**config.mk**
```make
export PLATFORM = sky130hd
export DESIGN_NAME = wave_voice
export DESIGN_NICKNAME = d
export VERILOG_FILES = /design/src/rtl/wv_pkg.sv /design/src/rtl/wv_regs.sv /design/src/rtl/wv_phase.sv /design/src/rtl/wv_noise.sv /design/src/rtl/wv_shaper.sv /design/src/rtl/wave_voice.sv
export SDC_FILE = /design/constraint.sdc
export NUM_CORES = 1
export LEC_CHECK = 0
export BUFFER_PORTS_ARGS = -buffer_cell sky130_fd_sc_hd__buf_2
export CORE_UTILIZATION = 45
export CTS_CLUSTER_DIAMETER = 200
export CTS_CLUSTER_SIZE = 24
export DETAILED_ROUTE_END_ITERATION = 12
export RECOVER_POWER = 25
export SYNTH_ARGS = -nofsm -noshare
export SYNTH_HDL_FRONTEND = slang
export SYNTH_SLANG_ARGS = --single-unit
```
**constraint.sdc**
```tcl
create_clock -name clk -period 8.1 [get_ports clk]
set_input_delay 2.43 -clock clk [delete_from_list [all_inputs] [get_ports clk]]
set_output_delay 2.43 -clock clk [all_outputs]
set_load 0.01 [all_outputs]
```
**src/rtl/wv_pkg.sv**
```systemverilog
package wv_pkg;
  localparam int ACC_W  = 24;
  localparam int FREQ_W = 16;
  localparam int SMP_W  = 12;
  localparam int LFSR_W = 23;
  localparam int ADR_W  = 3;
  localparam logic [LFSR_W-1:0] LFSR_SEED = 23'h7FFFF8;

  localparam logic [ADR_W-1:0] A_FREQ_LO = 3'd0;
  localparam logic [ADR_W-1:0] A_FREQ_HI = 3'd1;
  localparam logic [ADR_W-1:0] A_DUTY_LO = 3'd2;
  localparam logic [ADR_W-1:0] A_DUTY_HI = 3'd3;
  localparam logic [ADR_W-1:0] A_MODE    = 3'd4;

  // control byte bits 7..1, bit 7 first
  typedef struct packed {
    logic sel_noise;
    logic sel_pulse;
    logic sel_saw;
    logic sel_tri;
    logic test;
    logic ring;
    logic sync;
  } mode_t;

  function automatic logic [SMP_W-1:0] saw_of(input logic [SMP_W-1:0] top);
    return top;
  endfunction

  function automatic logic [SMP_W-1:0] tri_of(input logic [SMP_W-1:0] top,
                                              input logic flip);
    logic m;
    m = top[SMP_W-1] ^ flip;
    return {top[SMP_W-2:0] ^ {(SMP_W-1){m}}, 1'b0};
  endfunction

  function automatic logic [SMP_W-1:0] pulse_of(input logic [SMP_W-1:0] top,
                                                input logic [SMP_W-1:0] duty);
    return (top >= duty) ? {SMP_W{1'b1}} : '0;
  endfunction

  function automatic logic [LFSR_W-1:0] lfsr_next(input logic [LFSR_W-1:0] l);
    return {l[LFSR_W-2:0], l[22] ^ l[17]};
  endfunction

  function automatic logic [SMP_W-1:0] noise_of(input logic [LFSR_W-1:0] l);
    return {l[22], l[20], l[16], l[13], l[11], l[7], l[4], l[2], 4'b0000};
  endfunction
endpackage

```
**src/rtl/wv_regs.sv**
```systemverilog
module wv_regs
  import wv_pkg::*;
(
  input  logic              clk,
  input  logic              rst_n,
  input  logic              wr_en,
  input  logic [ADR_W-1:0]  wr_addr,
  input  logic [7:0]        wr_data,
  output logic [FREQ_W-1:0] freq,
  output logic [SMP_W-1:0]  duty,
  output mode_t             mode
);
  always_ff @(posedge clk or negedge rst_n) begin
    if (!rst_n) begin
      freq <= '0;
      duty <= '0;
      mode <= '0;
    end else if (wr_en) begin
      case (wr_addr)
        A_FREQ_LO: freq[7:0]        <= wr_data;
        A_FREQ_HI: freq[15:8]       <= wr_data;
        A_DUTY_LO: duty[7:0]        <= wr_data;
        A_DUTY_HI: duty[SMP_W-1:8]  <= wr_data[SMP_W-9:0];
        A_MODE:    mode             <= mode_t'(wr_data[7:1]);
        default: ;
      endcase
    end
  end
endmodule

```
**src/rtl/wv_phase.sv**
```systemverilog
module wv_phase
  import wv_pkg::*;
(
  input  logic              clk,
  input  logic              rst_n,
  input  logic [FREQ_W-1:0] freq,
  input  logic              test,
  input  logic              sync_en,
  input  logic              src_msb,
  output logic [ACC_W-1:0]  acc,
  output logic              sync_hit
);
  logic src_q;

  assign sync_hit = sync_en & src_msb & ~src_q;

  always_ff @(posedge clk or negedge rst_n) begin
    if (!rst_n) begin
      acc   <= '0;
      src_q <= 1'b0;
    end else begin
      src_q <= src_msb;
      if (test || sync_hit) acc <= '0;
      else                  acc <= acc + ACC_W'(freq);
    end
  end

  p_test_clears_r7: assert property (@(posedge clk) disable iff (!rst_n)
    test |=> (acc == '0));
  p_sync_clears_r8: assert property (@(posedge clk) disable iff (!rst_n)
    sync_hit |=> (acc == '0));
  p_phase_step_r2: assert property (@(posedge clk) disable iff (!rst_n)
    (!test && !sync_hit) |=> (acc - $past(acc) == ACC_W'($past(freq))));
endmodule

```
**src/rtl/wv_noise.sv**
```systemverilog
module wv_noise
  import wv_pkg::*;
(
  input  logic             clk,
  input  logic             rst_n,
  input  logic             test,
  input  logic             phase_b19,
  output logic [SMP_W-1:0] noise_word,
  output logic             step
);
  logic [LFSR_W-1:0] lfsr;
  logic              b19_q;

  assign step       = phase_b19 & ~b19_q & ~test;
  assign noise_word = noise_of(lfsr);

  always_ff @(posedge clk or negedge rst_n) begin
    if (!rst_n) begin
      lfsr  <= LFSR_SEED;
      b19_q <= 1'b0;
    end else if (test) begin
      lfsr  <= LFSR_SEED;
      b19_q <= 1'b0;
    end else begin
      b19_q <= phase_b19;
      if (step) lfsr <= lfsr_next(lfsr);
    end
  end

  p_lfsr_live_r6: assert property (@(posedge clk) disable iff (!rst_n)
    lfsr != '0);
  p_lfsr_hold_r6: assert property (@(posedge clk) disable iff (!rst_n)
    (!step && !test) |=> $stable(lfsr));
  p_lfsr_seed_r7: assert property (@(posedge clk) disable iff (!rst_n)
    test |=> (lfsr == LFSR_SEED));
endmodule

```
**src/rtl/wv_shaper.sv**
```systemverilog
module wv_shaper
  import wv_pkg::*;
(
  input  logic [3:0]       sel,
  input  logic [SMP_W-1:0] top,
  input  logic [SMP_W-1:0] duty,
  input  logic [SMP_W-1:0] noise_word,
  input  logic             ring,
  input  logic             src_msb,
  output logic [SMP_W-1:0] sample
);
  always_comb begin
    case (sel)
      4'b1000: sample = noise_word;
      4'b0100: sample = pulse_of(top, duty);
      4'b0010: sample = saw_of(top);
      4'b0001: sample = tri_of(top, ring & src_msb);
      default: sample = '0;
    endcase
  end
endmodule

```
**src/rtl/wave_voice.sv**
```systemverilog
module wave_voice
  import wv_pkg::*;
(
  input  logic        clk,
  input  logic        rst_n,
  input  logic        wr_en,
  input  logic [2:0]  wr_addr,
  input  logic [7:0]  wr_data,
  input  logic        sync_src_msb,
  output logic [11:0] sample,
  output logic        acc_msb,
  output logic [7:0]  readback
);
  logic [FREQ_W-1:0] freq;
  logic [SMP_W-1:0]  duty;
  mode_t             mode;
  logic [ACC_W-1:0]  acc;
  logic              sync_hit;
  logic [SMP_W-1:0]  noise_word;
  logic              noise_step;
  logic [3:0]        sel;

  wv_regs u_regs (
    .clk(clk), .rst_n(rst_n), .wr_en(wr_en), .wr_addr(wr_addr),
    .wr_data(wr_data), .freq(freq), .duty(duty), .mode(mode)
  );

  wv_phase u_phase (
    .clk(clk), .rst_n(rst_n), .freq(freq), .test(mode.test),
    .sync_en(mode.sync), .src_msb(sync_src_msb), .acc(acc), .sync_hit(sync_hit)
  );

  wv_noise u_noise (
    .clk(clk), .rst_n(rst_n), .test(mode.test), .phase_b19(acc[19]),
    .noise_word(noise_word), .step(noise_step)
  );

  assign sel = {mode.sel_noise, mode.sel_pulse, mode.sel_saw, mode.sel_tri};

  wv_shaper u_shaper (
    .sel(sel), .top(acc[ACC_W-1 -: SMP_W]), .duty(duty),
    .noise_word(noise_word), .ring(mode.ring), .src_msb(sync_src_msb),
    .sample(sample)
  );

  assign acc_msb  = acc[ACC_W-1];
  assign readback = sample[SMP_W-1 -: 8];

  p_no_mix_r10: assert property (@(posedge clk) disable iff (!rst_n)
    !$onehot(sel) |-> (sample == '0));
  p_pulse_levels_r5: assert property (@(posedge clk) disable iff (!rst_n)
    (sel == 4'b0100) |-> (sample == '0 || sample == {SMP_W{1'b1}}));
  p_reset_quiet_r1: assert property (@(posedge clk)
    $rose(rst_n) |-> (sample == '0 && !acc_msb));
endmodule

```
# Yosys cells after proc, flatten, opt, wreduce, memory -nomap -nowiden

Cells that the tools add are included.

Word-level logic and storage cells: 50
Output and inout port bits: 21
Register bits: 84

$lt $le $gt $ge: 1
Reduce and logical (&&, ||, !) cells: 8
Equality and inequality tests: 8
$add $sub $neg: 1
Mux-type cells: 6
Bitwise gates (word level): 11

Operators with widths:

| operator           | number |
|---|---|
| $pmux 12 s4        | 1 |
| $mux 23            | 2 |
| $add 24x16->24     | 1 |
| $mux 24            | 1 |
| $ge 12x12->1       | 1 |
| $mux 12            | 1 |
| $xor 11x11->11     | 1 |
| $reduce_and 2->1   | 5 |
| $eq 3x2->1 const B | 2 |
| $and 1x1->1        | 5 |
| $eq 4x1->1 const B | 1 |
| $eq 4x2->1 const B | 1 |
| $eq 4x3->1 const B | 1 |
| $eq 4x4->1 const B | 1 |
| $eq 3x1->1 const B | 1 |
| $eq 3x3->1 const B | 1 |
| $logic_not 3->1    | 1 |
| $not 1->1          | 3 |
| $reduce_bool 2->1  | 1 |
| $xor 1x1->1        | 2 |
| $logic_or 1x1->1   | 1 |
| $mux 1             | 1 |

# Logic depth before layout (Yosys ltp)

Depth in word-level cells: 5
Mapped depth: 10
Gate-level depth less buffers: 8

# Hierarchy

From an unflattened synthesis, not the netlist that was laid out.

Cell total of the unflattened synthesis: 464
Area, all modules: 5071.1 um^2

Modules (own cells, without submodules):

| module     | area each (um^2) | cells an instance | instances | seq. area each (um^2) |
|---|---|---|---|---|
| wv_phase   | 1794.2           | 185               | 1         | 625.6 |
| wv_regs    | 1352.5           | 78                | 1         | 875.8 |
| wv_noise   | 1152.4           | 93                | 1         | 625.6 |
| wv_shaper  | 711.9            | 100               | 1         | 0.0 |
| wave_voice | 60.1             | 8                 | 1         | 0.0 |

# Least setup slack after synthesis

OpenSTA, ideal clock, no wires.

Kind: input to output
Start point: input port sync_src_msb
End point: output port sample[5]
Slack: 2132 ps
Stages on the path: 6
Data arrival time: 3538 ps
Path through: nand2_1 -> xor2_1 -> buf_2 -> xor2_1 -> o221ai_1 -> buf_4

Word-level cells in the longest chain between the ends: 4

Ends and longest elaborated chain:

| item            | RTL line         | RTL |
|---|---|---|
| start, declared | wave_voice.sv:9  | `input logic sync_src_msb,` |
| $and 1x1->1     | wv_shaper.sv:17  | `4'b0001: sample = tri_of(top, ring & src_msb);` |
| $xor 1x1->1     | wv_pkg.sv:33     | `m = top[SMP_W-1] ^ flip;` |
| $xor 11x11->11  | wv_pkg.sv:34     | `return {top[SMP_W-2:0] ^ {(SMP_W-1){m}}, 1'b0};` |
| $pmux 12 s4     | wv_shaper.sv:13  | `case (sel)` |
| end, declared   | wave_voice.sv:10 | `output logic [11:0] sample,` |

No other way between the ends.

# Worst setup path after layout

Start point: input port sync_src_msb
End point: output port sample[6]

Same word-level chain as after synthesis.

==> summary.md <==
| Metric | Value |
|---|---|
| Outcome | `finished with violations` |
| Failing checks | `capacitance limit, slew limit` |
| Max-slew violations | `32` |
| Data arrival time of the worst path | `roughly 3.6 ns` |
| Buffers inserted during post-CTS setup optimization | `0` |
| # setup viols final | `0` |
| Worst setup EP type | `output port` |
| Filler Cell Count | `970` |
| # hold bufs at CTS | `0` |
| Max transition margin | `-11.52%` |
| Power density relative to cell area | `262.8 nW/um^2` |
| Initial Util | `46.32%` |
| Post-DP HPWL | `about 7.6 mm` |
| Site row count | `37` |
| Final wirelength | `10.51 mm` |
| Prevailing post-synth register cell | `sky130_fd_sc_hd__dfrtp_1` |
| Final hold slack | `0.5200 ns` |
| Placer Congestion | `0.8609` |
| Initial antenna violation count | `0` |
| Area of the mapped netlist | `4761 sq um` |
| DRC violation count after routing | `0` |
| Final net count | `just over 500` |
| Leak pwr | `between 2 and 2.5 nW` |
| Root Buffer | `sky130_fd_sc_hd__clkbuf_8` |
| Flop and latch count out of synthesis | `84` |
| Final antenna diode count | `0` |
| Clock latency on the worst-skew pair | `0.36 ns` |
| Number of standard cells after synthesis | `approximately 450` |
| Vias per Instance | `5.592` |
| Number of global-route vias before repair | `approximately 3400` |
| Clock tree buffer depth | `2` |
| Global route overflow | `0` |
| Global-route wire length before repair | `17.64 mm` |
| GR Util All Layers | `20.80%` |
| Synthesis warning total | `0` |
| Final period util | `74.27%` |
| Highest Clock Rate | `0.1662 GHz` |
| Floorplan die width | `104.9 um` |
| I/O pin count | `36` |
| Mapped Avg Cell Area | `10.51 sq um` |
| Die footprint | `10990 sq um` |
| Clock tree from TritonCTS | `done` |
| Critical setup path kind | `in2out` |
| Largest net degree at the start of global routing | `55` |
| Post-synth net total | `497` |
| Via total after detailed routing | `3422` |
| Area growth syn-to-layout | `8.541%` |
| Crit path max fanout | `11` |
| Largest voltage drop on the vdd net | `around 0.15 mV` |
| Class of the worst hold path | `reg2reg` |
| Port-buffer cells | `35` |
| H-Tree Depth | `3` |
| Number of enable-type register cells in the synthesized netlist | `0` |
| CTS clk-pin slew, worst paths | `roughly 0.080 ns` |
| Antenna viol nets, final | `0` |
| Count of clock tree sinks | `84` |
| Yosys cell types | `46` |
| WP data required | `5.67 ns` |
| Fraction of layout instances using a drive strength above 1 | `between 20% and 30%` |
| Setup repair after global routing missed its margin | `no` |
| Clock period minus worst slack | `approximately 6.0 ns` |
| Seq/Total Area, Yosys | `44.68%` |
| CORE AREA | `~10000 sq um` |
| Cells resized by post-CTS repair | `0` |
| Worst Tran Pin Value | `1.673 ns` |
| Total clock buffers created by CTS | `9` |
| Floorplan die height | `104.9 um` |
| Startpoint class of the critical path | `input pin` |
| Number of hold violations in the final report | `0` |
| Worst clock skew | `0.009346 ns` |
| Count of max-cap constraint violations | `1` |
| Detailed-routing iteration count for the pre-antenna-repair pass | `5` |
| Routed length per instance | `17.17 um` |
| Summed negative setup slack over all endpoints | `0 ns` |
| Async SR Flop Fraction | `100.0%` |
| Violation count after the first detailed-routing iteration | `162` |
## cell type report
cell class                      instances  area, sq um  share of cell area, %
Multi-Input combinational cell        324         2427                  46.97
Tap cell                              136        170.2                  3.293
Clock inverter                          7        75.07                  1.453
Sequential cell                        84         2127                  41.16
Timing Repair Buffer                   38        191.4                  3.705
Clock buffer                            9        123.9                  2.397
Inverter                               14        52.55                  1.017
## per-layer routing
layer / up-vias / wire length, um / GRT usage, % / share of wire, %
li1: 1652 / - / - / -
met1: 1704 / 4813 / 26.72 / 46
met2: 48 / 5224 / 34.86 / 50
met3: 18 / 242 / 3.681 / 2.3
met4: 0 / 226 / 8.048 / 2.2
met5: - / 0 / 0 / 0
## cells in the final DEF, fill, tap and decap left out, types with 3 or more instances in the layout
master	netlist	routed
sky130_fd_sc_hd__mux2i_1	3	3
sky130_fd_sc_hd__a31o_2	4	4
sky130_fd_sc_hd__nor2b_1	27	27
sky130_fd_sc_hd__o211ai_1	4	4
sky130_fd_sc_hd__xor2_1	18	18
sky130_fd_sc_hd__nor3_1	3	3
sky130_fd_sc_hd__nand4_1	6	6
sky130_fd_sc_hd__ha_1	28	28
sky130_fd_sc_hd__inv_1	14	14
sky130_fd_sc_hd__clkbuf_1	17	3
sky130_fd_sc_hd__dfrtp_1	64	64
sky130_fd_sc_hd__xnor2_1	12	12
sky130_fd_sc_hd__buf_2	6	33
sky130_fd_sc_hd__mux2_2	28	28
sky130_fd_sc_hd__a31oi_1	3	3
sky130_fd_sc_hd__a211oi_1	8	8
sky130_fd_sc_hd__nor2_1	35	35
sky130_fd_sc_hd__dfstp_2	20	20
sky130_fd_sc_hd__o21ai_0	16	16
sky130_fd_sc_hd__nand2b_1	3	3
sky130_fd_sc_hd__o221ai_1	8	8
sky130_fd_sc_hd__a22oi_1	9	9
sky130_fd_sc_hd__clkbuf_8	0	9
sky130_fd_sc_hd__a21oi_1	19	19
sky130_fd_sc_hd__a21o_1	12	12
sky130_fd_sc_hd__a211o_1	21	21
sky130_fd_sc_hd__nand2_1	33	33
## synthesized netlist by cell type (6+ instances only)
library cell | number | area, sq um
sky130_fd_sc_hd__dfrtp_1 | 64 | 1602
sky130_fd_sc_hd__nor2_1 | 35 | 131.4
sky130_fd_sc_hd__nand2_1 | 33 | 123.9
sky130_fd_sc_hd__ha_1 | 28 | 350.3
sky130_fd_sc_hd__mux2_2 | 28 | 315.3
sky130_fd_sc_hd__nor2b_1 | 27 | 168.9
sky130_fd_sc_hd__a211o_1 | 21 | 183.9
sky130_fd_sc_hd__dfstp_2 | 20 | 525.5
sky130_fd_sc_hd__a21oi_1 | 19 | 95.09
sky130_fd_sc_hd__xor2_1 | 18 | 157.7
sky130_fd_sc_hd__clkbuf_1 | 17 | 63.81
sky130_fd_sc_hd__o21ai_0 | 16 | 80.08
sky130_fd_sc_hd__inv_1 | 14 | 52.55
sky130_fd_sc_hd__a21o_1 | 12 | 90.09
sky130_fd_sc_hd__xnor2_1 | 12 | 105.1
sky130_fd_sc_hd__a22oi_1 | 9 | 67.56
sky130_fd_sc_hd__a211oi_1 | 8 | 60.06
sky130_fd_sc_hd__buf_4 | 8 | 60.06
sky130_fd_sc_hd__o221ai_1 | 8 | 70.07
sky130_fd_sc_hd__buf_2 | 6 | 30.03
sky130_fd_sc_hd__nand4_1 | 6 | 37.54
## power breakdown
group / switching [mW] / internal (mW)
sequential: 0.0584 / 0.489
clock: 0.161 / 0.145
combinational: 0.289 / 0.216
## final timing paths
check	from	endpoint	slack, ns	cells past startpoint
hold reg to reg	u_regs.duty[9]$_DFFE_PN0P_	u_regs.duty[9]$_DFFE_PN0P_	0.52	1
min in group asynchronous	rst_n	u_regs.mode[2]$_DFFE_PN0P_	2.49	1
setup / recovery	sync_src_msb	sample[6]	2.08	7
setup reg to reg	u_phase.acc[19]$_DFF_PN0_	u_noise.lfsr[10]$_DFFE_PN1P_	5.23	4
max in group asynchronous	rst_n	u_phase.acc[17]$_DFF_PN0_	4.13	2
hold / removal	u_regs.duty[9]$_DFFE_PN0P_	u_regs.duty[9]$_DFFE_PN0P_	0.52	1
## per-stage QoR
| stage | total power [mW] | cells | setup WS (ns) | util, % | cell area, sq um |
|---|---|---|---|---|---|
| final | 1.358 | 612 | 2.084 | 50.28 | 5167 |
| after global routing | 1.455 | 612 | 1.928 | 50.28 | 5167 |
| after CTS | 1.371 | 612 | 2.124 | 50.39 | 5179 |
| after detailed placement | 1.061 | 596 | 2.124 | 48.45 | 4980 |
| after global placement | 1.049 | 596 | 2.184 | 48.45 | 4980 |
| after floorplan | 0.9379 | 453 | 2.132 | - | 4761 |
## critical path, cell delays in order
cell and delay (ns):
sky130_fd_sc_hd__clkbuf_1 0.15, sky130_fd_sc_hd__nand2_1 0.08, sky130_fd_sc_hd__xor2_1 0.14, sky130_fd_sc_hd__buf_4 0.20, sky130_fd_sc_hd__xor2_1 0.15, sky130_fd_sc_hd__o221ai_1 0.23
sky130_fd_sc_hd__buf_2 0.19
## flip-flops by register name, summed over array words and instances (netlist names)
register / cells
u_phase.acc: 24
u_noise.lfsr: 23
u_regs.freq: 16
u_regs.duty: 12
u_regs.mode: 7
u_noise.b19_q: 1
u_phase.src_q: 1
## cells by family after synthesis
family / Yosys count / synth area share (%)
and+or+nand+nor: 119 / 12.33
AOI/OAI and AO/OA: 115 / 18.11
DFF: 84 / 44.68
buffers and inverters: 45 / 4.336
muxes: 31 / 7.254
xor gates and xnor gates: 30 / 5.519
adders and majority gates: 29 / 7.779
Note: power is estimated with default switching activity, not from simulation.
